--- config.mk ---
export PLATFORM = sky130hd
export DESIGN_NAME = serial_reg_port
export DESIGN_NICKNAME = d
export VERILOG_FILES = /design/src/rtl/sra_pkg.sv /design/src/rtl/sra_ctrl.sv /design/src/rtl/sra_dpath.sv /design/src/rtl/serial_reg_port.sv
export SDC_FILE = /design/constraint.sdc
export NUM_CORES = 1
export LEC_CHECK = 0
export ABC_AREA = 0
export BUFFER_PORTS_ARGS = -buffer_cell sky130_fd_sc_hd__clkbuf_2
export CAP_MARGIN = 20
export CORE_UTILIZATION = 49
export CTS_CLUSTER_SIZE = 40
export DETAILED_ROUTE_END_ITERATION = 16
export PLACE_DENSITY_LB_ADDON = 0.3
export SLEW_MARGIN = 20
export SYNTH_ARGS = -nofsm -noshare
export SYNTH_HDL_FRONTEND = slang
export SYNTH_SLANG_ARGS = --single-unit
--- constraint.sdc ---
create_clock -name sclk -period 5.4 [get_ports sclk]
set_input_delay 1.08 -clock sclk [delete_from_list [all_inputs] [get_ports sclk]]
set_output_delay 1.08 -clock sclk [all_outputs]
set_load 0.02 [all_outputs]
--- src/rtl/sra_pkg.sv ---
package sra_pkg;
  localparam int BYTE_W        = 8;
  localparam int WORD_W        = 16;
  localparam int RESYNC_LEN    = 32;
  localparam int NUM_BYTE_REGS = 3;
  localparam int SEL_W         = 2;
  localparam int CNT_W         = $clog2(WORD_W);
  localparam int ONES_W        = $clog2(RESYNC_LEN + 1);

  // command byte layout
  localparam int CMD_START_BIT = 7;
  localparam int CMD_SEL_LSB   = 4;
  localparam int CMD_READ_BIT  = 3;

  localparam logic [SEL_W-1:0] SEL_TEST = 2'b10;
  localparam logic [SEL_W-1:0] SEL_DATA = 2'b11;

  typedef enum logic [1:0] {PH_IDLE, PH_WRITE, PH_READ} phaseT;

  typedef struct packed {
    logic             loadShadow;
    logic             shiftOut;
    logic             commit;
    logic [SEL_W-1:0] sel;
  } strobeT;
endpackage

--- src/rtl/sra_ctrl.sv ---
module sra_ctrl
  import sra_pkg::*;
(
  input  logic              sclk,
  input  logic              ctlRst,
  input  logic              sdin,
  input  logic [BYTE_W-1:0] nextByte,
  output phaseT             phase,
  output strobeT            stb
);
  localparam logic [CNT_W-1:0]  BYTE_LAST = CNT_W'(BYTE_W - 1);
  localparam logic [CNT_W-1:0]  WORD_LAST = CNT_W'(WORD_W - 1);
  localparam logic [ONES_W-1:0] ONES_LAST = ONES_W'(RESYNC_LEN - 1);

  logic [CNT_W-1:0]  bitCnt;
  logic [ONES_W-1:0] onesCnt;
  logic [SEL_W-1:0]  selR;
  logic              lastBit, resync, cmdValid, cmdRead;
  logic              unusedCmdBits;

  assign unusedCmdBits = ^nextByte;
  assign resync   = sdin && (onesCnt == ONES_LAST);
  assign cmdValid = !nextByte[CMD_START_BIT];
  assign cmdRead  = nextByte[CMD_READ_BIT];

  // transfer length depends on the latched target outside the command phase
  always_comb begin
    if (phase != PH_IDLE && selR == SEL_DATA) lastBit = (bitCnt == WORD_LAST);
    else                                      lastBit = (bitCnt == BYTE_LAST);
  end

  always_comb begin
    stb     = '0;
    stb.sel = selR;
    if (!resync) begin
      case (phase)
        PH_IDLE: if (lastBit && cmdValid) begin
          stb.sel        = nextByte[CMD_SEL_LSB +: SEL_W];
          stb.loadShadow = cmdRead;
        end
        PH_WRITE: stb.commit   = lastBit && (selR != SEL_DATA);
        PH_READ:  stb.shiftOut = 1'b1;
        default: ;
      endcase
    end
  end

  always_ff @(posedge sclk or posedge ctlRst) begin
    if (ctlRst) begin
      phase   <= PH_IDLE;
      bitCnt  <= '0;
      onesCnt <= '0;
      selR    <= '0;
    end else begin
      if (!sdin || resync) onesCnt <= '0;
      else                 onesCnt <= onesCnt + ONES_W'(1);

      if (resync) begin
        phase  <= PH_IDLE;
        bitCnt <= '0;
      end else if (lastBit) begin
        bitCnt <= '0;
        if (phase == PH_IDLE) begin
          if (cmdValid) begin
            selR  <= nextByte[CMD_SEL_LSB +: SEL_W];
            phase <= cmdRead ? PH_READ : PH_WRITE;
          end
        end else begin
          phase <= PH_IDLE;
        end
      end else begin
        bitCnt <= bitCnt + CNT_W'(1);
      end
    end
  end
endmodule

--- src/rtl/sra_dpath.sv ---
module sra_dpath
  import sra_pkg::*;
(
  input  logic              sclk,
  input  logic              rstN,
  input  logic              ctlRst,
  input  logic              sdin,
  input  logic [WORD_W-1:0] convData,
  input  phaseT             phase,
  input  strobeT            stb,
  output logic [BYTE_W-1:0] nextByte,
  output logic              sdout,
  output logic              testMode
);
  logic [BYTE_W-2:0] inShift;
  logic [NUM_BYTE_REGS-1:0][BYTE_W-1:0] byteRegs;
  logic [BYTE_W-1:0] readByte;
  logic [WORD_W-1:0] shadow;
  logic              outBit;

  assign nextByte = {inShift, sdin};

  always_ff @(posedge sclk or negedge rstN) begin
    if (!rstN) inShift <= '0;
    else       inShift <= nextByte[BYTE_W-2:0];
  end

  for (genvar i = 0; i < NUM_BYTE_REGS; i++) begin : gByteReg
    always_ff @(posedge sclk or negedge rstN) begin
      if (!rstN)                                  byteRegs[i] <= '0;
      else if (stb.commit && stb.sel == SEL_W'(i)) byteRegs[i] <= nextByte;
    end
  end

  always_comb begin
    readByte = '0;
    for (int i = 0; i < NUM_BYTE_REGS; i++)
      if (stb.sel == SEL_W'(i)) readByte = byteRegs[i];
  end

  // snapshot at the command's last edge keeps the outgoing word stable
  always_ff @(posedge sclk or negedge rstN) begin
    if (!rstN) shadow <= '0;
    else if (stb.loadShadow)
      shadow <= (stb.sel == SEL_DATA) ? convData : {readByte, {(WORD_W-BYTE_W){1'b0}}};
    else if (stb.shiftOut)
      shadow <= {shadow[WORD_W-2:0], 1'b0};
  end

  always_ff @(negedge sclk or posedge ctlRst) begin
    if (ctlRst) outBit <= 1'b0;
    else        outBit <= (phase == PH_READ) ? shadow[WORD_W-1] : 1'b0;
  end

  assign sdout    = outBit;
  assign testMode = |byteRegs[SEL_TEST];
endmodule

--- src/rtl/serial_reg_port.sv ---
module serial_reg_port
  import sra_pkg::*;
(
  input  logic              sclk,
  input  logic              rstN,
  input  logic              csN,
  input  logic              sdin,
  input  logic [WORD_W-1:0] convData,
  output logic              sdout,
  output logic              testMode
);
  logic              ctlRst;
  logic [BYTE_W-1:0] nextByte;
  phaseT             phase;
  strobeT            stb;

  assign ctlRst = !rstN || csN;

  sra_ctrl ctrlInst (
    .sclk     (sclk),
    .ctlRst   (ctlRst),
    .sdin     (sdin),
    .nextByte (nextByte),
    .phase    (phase),
    .stb      (stb)
  );

  sra_dpath dpathInst (
    .sclk     (sclk),
    .rstN     (rstN),
    .ctlRst   (ctlRst),
    .sdin     (sdin),
    .convData (convData),
    .phase    (phase),
    .stb      (stb),
    .nextByte (nextByte),
    .sdout    (sdout),
    .testMode (testMode)
  );
endmodule

==> out/metrics.yaml, run 1 <==
skew_pair_late_insertion_delay_ns: 0.34
placed_cells: 326
synthCells: 239
post-route-worst-setup-slack_ns: 0.7587
synth.ff_latch_count: 62
share_seq_of_total_power_pct: 48.6
final_global_route_overflow_total: 0
yosys_warnings: 0
data_required_time_at_the_worst_endpoint_ns: 4.32
setup_violations: 0
design_area_um2: 3292
antenna_left: 0
switching_power_w: 0.0003145
number_of_maximum_capacitance_violations: 0
critical_path_cell_by_cell: "clkbuf_2"
p_leak_nw: 1.472
place.detailed.hpwl_um: 3909
num_rows: 27
post_cts_resized: 0
critical_path.startpoint_type: "flop"
multi_input_comb_area_um2: 1285
dpl-instance-area_um2: 3070
design.core.area_um2: 5608
syn_area_um2: 2892
fin_worst_skew_ns: 0.01189
wl_um: 5693
path_clk_slew_ns: 0.07
critPathBufInv: 1
fin_cells: 342
internal_power_w: 0.0008487
combinational_cell_fraction_of_total_power_pct: 12.8
wl_per_cell_um: 16.65
floorplan.die.width_um: 78.82
fill_cells: 463
grt_max_degree: 48
globalplace.congestion: 0.7762
run_status: "completed"
tritoncts: "done"
reg2reg_slack_ns: 1.94
drive_gt1_share_pct: 20.37
regArea_um2: 1551
rsz0062_at_grt: "no"
die-area_um2: 6213
clock_sinks: 62
swShare_pct: 27.04
cts_post_setup_buffers_inserted: 0
finalNetCount: 287
number_of_global_route_vias_before_repair: 2003
floorplan.initialDensity_pct: 51.56
cp_top_family: "flip-flops"
buffer_ports.inserted: 21
drv_slew: 0
root_buffer: "sky130_fd_sc_hd__clkbuf_8"
grt_antenna_before_repair: 0
criticalPathCategory: "flop to output pin"
final_core_utilization_pct: 58.70
min_path_type: "flop to flop"
clockBufferDepth: 2
power_density_nw_per_um2: 353.3
global_route_wire_length_before_repair_um: 9687
setup_tns_ns: 0
p_clk_share_pct: 38.7
drcViolationCount: 0
worstSetupEndpointType: "output pin"
cp_slowest_cell: "sky130_fd_sc_hd__dfrtn_1"
hold_viol_final: 0
numCtsBuffers: 9
syn_nets: 261
critical-path-max-stage-delay_ns: 0.38
drt_first_pass_iters: 4
synth_seq_area_share_pct: 53.66
detail_route.iter0.violations: 136
worstPathArrival_ns: 3.56
syn_to_final_growth_pct: 13.85
irDropWorstVdd_mv: 0.2308
timing.critical_path.fanout_max: 1
routed_via_density: 5.652
dp_slack_ns: 1.100
die_height_um: 78.82
max_slew_margin_pct: 53.05
antennaDiodeCount: 0
worst_slew_pin_tran_ns: 0.7042
floorplan.io_pins: 22
cts-hold-fix-buffers: 0
mean_instance_size_in_the_synthesized_netlist_um2: 12.10
cts.htree.levels: 3
yosysUniqueCellTypes: 41
globalRouteTotalUtil_pct: 21.19
num_vias: 1933
## layer usage
metal | routed length (um) | vias to the layer above | global-route usage (%)
met1 | 2841 | 953 | 29.09
li1 | - | 929 | -
met4 | 98 | 0 | 8.727
met3 | 213 | 9 | 5.287
met5 | 0 | - | 0
met2 | 2539 | 42 | 32.17
## logic make-up (layout without fill, tap and decap cells)
family / after synthesis / in the layout / synth area share [%]
buffers and inverters: 12 / 43 / 1.904
and+or+nand+nor: 66 / 66 / 13.15
adders and majority gates: 2 / 2 / 0.8653
DFF: 62 / 62 / 53.66
muxes: 43 / 43 / 16.10
xor gates and xnor gates: 7 / 7 / 2.120
AOI/OAI and AO/OA: 47 / 47 / 12.20
## area by class of cell
cell class | instances | share of cell area, %
clock buffer | 9 | 3.763
inverter | 2 | 0.2661
timing repair buffer | 25 | 4.105
clock inverter | 7 | 2.965
sequential | 62 | 47.13
tap | 72 | 2.737
multi-input combinational | 165 | 39.03
## metrics by stage
| stage | total power [W] | hold WS (ns) |
|---|---|---|
| detailed placement | 0.0007241 | 0.4297 |
| finish | 0.001163 | 0.4459 |
| CTS | 0.001173 | 0.4466 |
| global route | 0.001221 | 0.4684 |
| floorplan | 0.0006657 | 0.3817 |
| global placement | 0.0007180 | 0.4221 |
## layout by cell type, fill, tap and decap left out, drive strengths merged, types with 2 or more instances in the layout
cell type | synthesis | layout
dfrtp | 61 | 61
clkbuf | 5 | 30
mux2 | 25 | 25
mux2i | 18 | 18
nand2b | 16 | 16
nand2 | 11 | 11
nor2 | 11 | 11
o21ai | 9 | 9
a211oi | 9 | 9
o221ai | 8 | 8
a22oi | 8 | 8
and2 | 7 | 7
o2bb2ai | 7 | 7
xor2 | 5 | 5
a21oi | 4 | 4
buf | 5 | 4
nand3 | 3 | 3
and3 | 3 | 3
nand3b | 3 | 3
clkinv | 1 | 3
or3 | 2 | 2
xnor2 | 2 | 2
nor4 | 2 | 2
ha | 2 | 2
bufinv | 0 | 2
clkinvlp | 0 | 2
inv | 1 | 2
## final timing paths
kind | depth (start not counted) | start | endpoint
worst max-delay path | 1 | dpathInst.sdout$_DFF_NP0_ | sdout
worst min-delay path | 0 | dpathInst.inShift[1]$_DFF_PN0_ | dpathInst.inShift[2]$_DFF_PN0_
min in group asynchronous | 3 | rstN | ctrlInst.bitCnt[3]$_DFF_PP0_
worst max register to register | 2 | ctrlInst.phase[0]$_DFFE_PP0P_ | dpathInst.sdout$_DFF_NP0_
max in group asynchronous | 3 | csN | dpathInst.sdout$_DFF_NP0_
worst min register to register | 0 | dpathInst.inShift[1]$_DFF_PN0_ | dpathInst.inShift[2]$_DFF_PN0_
## power groups by stage
stage	registers (W)	clock network (W)	logic, W
4_1_cts	0.000565	0.000458	0.000151
3_5_place_dp	0.000573	0	0.000151
6_report	0.000565	0.000450	0.000148
2_1_floorplan	0.000557	0	0.000109
5_1_grt	0.000573	0.000481	0.000167
3_3_place_gp	0.000572	0	0.000146
## synthesized netlist by cell type, drive strengths merged
| master | count | share of area, % |
|---|---|---|
| buf | 5 | 0.95 |
| clkinv | 1 | 0.17 |
| and3b | 1 | 0.30 |
| o211ai | 1 | 0.26 |
| o2bb2ai | 7 | 2.1 |
| o21ai | 9 | 1.6 |
| clkbuf | 5 | 0.65 |
| a22oi | 8 | 2.1 |
| and2 | 7 | 1.5 |
| nor2b | 1 | 0.22 |
| a22o | 1 | 0.30 |
| nand3 | 3 | 0.52 |
| dfrtn | 1 | 0.87 |
| xor2 | 5 | 1.5 |
| ha | 2 | 0.87 |
| xnor2 | 2 | 0.61 |
| and4 | 1 | 0.30 |
| nor3 | 1 | 0.17 |
| dfrtp | 61 | 53 |
| nor2 | 11 | 1.9 |
| or2 | 1 | 0.22 |
| o221ai | 8 | 2.4 |
| nand2 | 11 | 1.4 |
| and3 | 3 | 0.65 |
| mux2i | 18 | 6.4 |
| a21oi | 4 | 0.69 |
| or3 | 2 | 0.43 |
| nor4b | 1 | 0.30 |
| nor3b | 1 | 0.26 |
| nand3b | 3 | 0.78 |
| mux2 | 25 | 9.7 |
| a211oi | 9 | 2.8 |
| nand2b | 16 | 3.5 |
| nor4 | 2 | 0.43 |
| inv | 1 | 0.13 |
| nand4 | 1 | 0.22 |
## registers in the layout (all words and copies together), names as in the netlist
register            flops
dpathInst.byteRegs     24
ctrlInst.onesCnt        6
ctrlInst.phase          2
dpathInst.sdout         1
dpathInst.inShift       7
ctrlInst.bitCnt         4
dpathInst.shadow       16
ctrlInst.selR           2
(Power assumes the default switching activity.)
==> run 2, diff against run 1 <==
- CORE_MARGIN: default -> 2
- CTS_BUF_LIST: default -> sky130_fd_sc_hd__clkbuf_4
- clock period: 5.4 -> 5.1 ns (I/O delays scaled with it)
==> run 2 against run 1 <==
Cell count decreased by 0.29%. Design area decreased by 2.3%. Clock skew increased by 0.016 ns. Setup slack got worse by 0.14 ns. Wire length increased by 2.0%. Register-to-register slack got worse by 0.17 ns. Critical path type unchanged. Critical endpoint unchanged.
==> out/metrics.yaml, run 2 (same netlist as run 1, synthesis figures left out) <==
run_status: "completed"
critical-path-max-stage-delay_ns: 0.39
drive_gt1_share_pct: 19.33
floorplan.initialDensity_pct: 51.56
cp_top_family: "flip-flops"
worstSetupEndpointType: "output pin"
grt_antenna_before_repair: 0
antenna_left: 0
cp_slowest_cell: "sky130_fd_sc_hd__dfrtn_1"
grt_max_degree: 48
power_density_nw_per_um2: 346.7
drcViolationCount: 0
global_route_wire_length_before_repair_um: 9591
critical_path.startpoint_type: "flop"
rsz0062_at_grt: "no"
root_buffer: "sky130_fd_sc_hd__clkbuf_4"
largest-register: "dpathInst.byteRegs"
irDropWorstVdd_mv: 0.1993
reg.largest.list: "dpathInst.byteRegs: 24 flops, dpathInst.shadow: 16 flops, dpathInst.inShift: 7 flops"
max_slew_margin_pct: 57.81
cts-hold-fix-buffers: 0
routed_via_density: 5.654
drt_first_pass_iters: 4
clock_sinks: 62
max_reg_flops: 24
finalNetCount: 287
criticalPathCategory: "flop to output pin"
die_height_um: 80.82
floorplan.io_pins: 22
antennaDiodeCount: 0
final_global_route_overflow_total: 0
most-common-layout-cells: "sky130_fd_sc_hd__dfrtp_1, sky130_fd_sc_hd__clkbuf_2, sky130_fd_sc_hd__mux2i_1, sky130_fd_sc_hd__nand2b_1, sky130_fd_sc_hd__mux2_1"
numCtsBuffers: 9
cts_post_setup_buffers_inserted: 0
num_vias: 1928
cts.htree.levels: 3
critPathBufInv: 1
number_of_maximum_capacitance_violations: 0
final_core_utilization_pct: 57.34
worst_slew_pin_tran_ns: 0.6152
globalplace.congestion: 0.7762
path_clk_slew_ns: 0.10
p_leak_nw: 1.446
setup_tns_ns: 0
worstPathArrival_ns: 3.47
drv_slew: 0
number_of_global_route_vias_before_repair: 1970
floorplan.die.width_um: 80.82
num_rows: 27
data_required_time_at_the_worst_endpoint_ns: 4.08
detail_route.iter0.violations: 81
design.core.area_um2: 5608
globalRouteTotalUtil_pct: 19.85
post_cts_resized: 0
buffer_ports.inserted: 21
die-area_um2: 6532
timing.critical_path.fanout_max: 1
critical_path_cell_by_cell: "clkbuf_2"
setup_violations: 0
tritoncts: "done"
min_path_type: "flop to flop"
fin_worst_skew_ns: 0.02816
place.detailed.hpwl_um: 4028
clockBufferDepth: 2
layout_commonest_cell: "sky130_fd_sc_hd__dfrtp_1"
skew_pair_late_insertion_delay_ns: 0.40
p_total_w: 0.001115
syn_to_final_growth_pct: 11.21
wl_per_cell_um: 17.03
hold_viol_final: 0
wl_um: 5806
## run 2: cell count changes in the layout (fill, tap and decap cells not counted), sizes merged
cell | before | now
clkinv | 3 | 5
inv | 2 | 1
clkinvlp | 2 | 0
## run 2: area by class of cell
cell class                      count  area (um2)
Multi-Input combinational cell    165        1285
Clock inverter                      6       77.57
Fill cell                         474        2392
Inverter                            2       8.758
Timing Repair Buffer               25       135.1
Sequential cell                    62        1551
Clock buffer                        9       67.56
Tap cell                           72       90.09
## run 2: worst paths after layout
check | startpoint | slack (ns) | cells past startpoint | endpoint
min in group asynchronous | rstN | 0.69 | 3 | ctrlInst.bitCnt[3]$_DFF_PP0_
max in group asynchronous | csN | 1.74 | 3 | dpathInst.sdout$_DFF_NP0_
worst max register to register | ctrlInst.phase[0]$_DFFE_PP0P_ | 1.77 | 2 | dpathInst.sdout$_DFF_NP0_
worst min-delay path | dpathInst.inShift[1]$_DFF_PN0_ | 0.45 | 0 | dpathInst.inShift[2]$_DFF_PN0_
worst min register to register | dpathInst.inShift[1]$_DFF_PN0_ | 0.45 | 0 | dpathInst.inShift[2]$_DFF_PN0_
worst max-delay path | dpathInst.sdout$_DFF_NP0_ | 0.61 | 1 | sdout
## run 2: metrics by stage
step | setup slack, ns | cell area [um2] | hold slack, ns | instances
3_5_place_dp | 1.012 | 3070 | 0.4227 | 326
5_1_grt | 0.5849 | 3216 | 0.4615 | 341
2_1_floorplan | 0.8178 | 2892 | 0.3817 | 239
4_1_cts | 0.6054 | 3216 | 0.4457 | 341
3_3_place_gp | 1.010 | 3070 | 0.4207 | 326
6_report | 0.6146 | 3216 | 0.4453 | 341
## run 2: where the power goes
group / total, W / switching (W) / internal [W]
Clock: 0.000362 / 0.000170 / 0.000191
Sequential: 0.000597 / 0.0000460 / 0.000551
Combinational: 0.000156 / 0.0000850 / 0.0000712
## run 2: metal layers
metal / global-route usage (%) / share of wire (%)
met2: 32.15 / 48
met4: 10.17 / 2.1
met1: 25.66 / 46
met5: 0 / 0
met3: 3.444 / 3.4
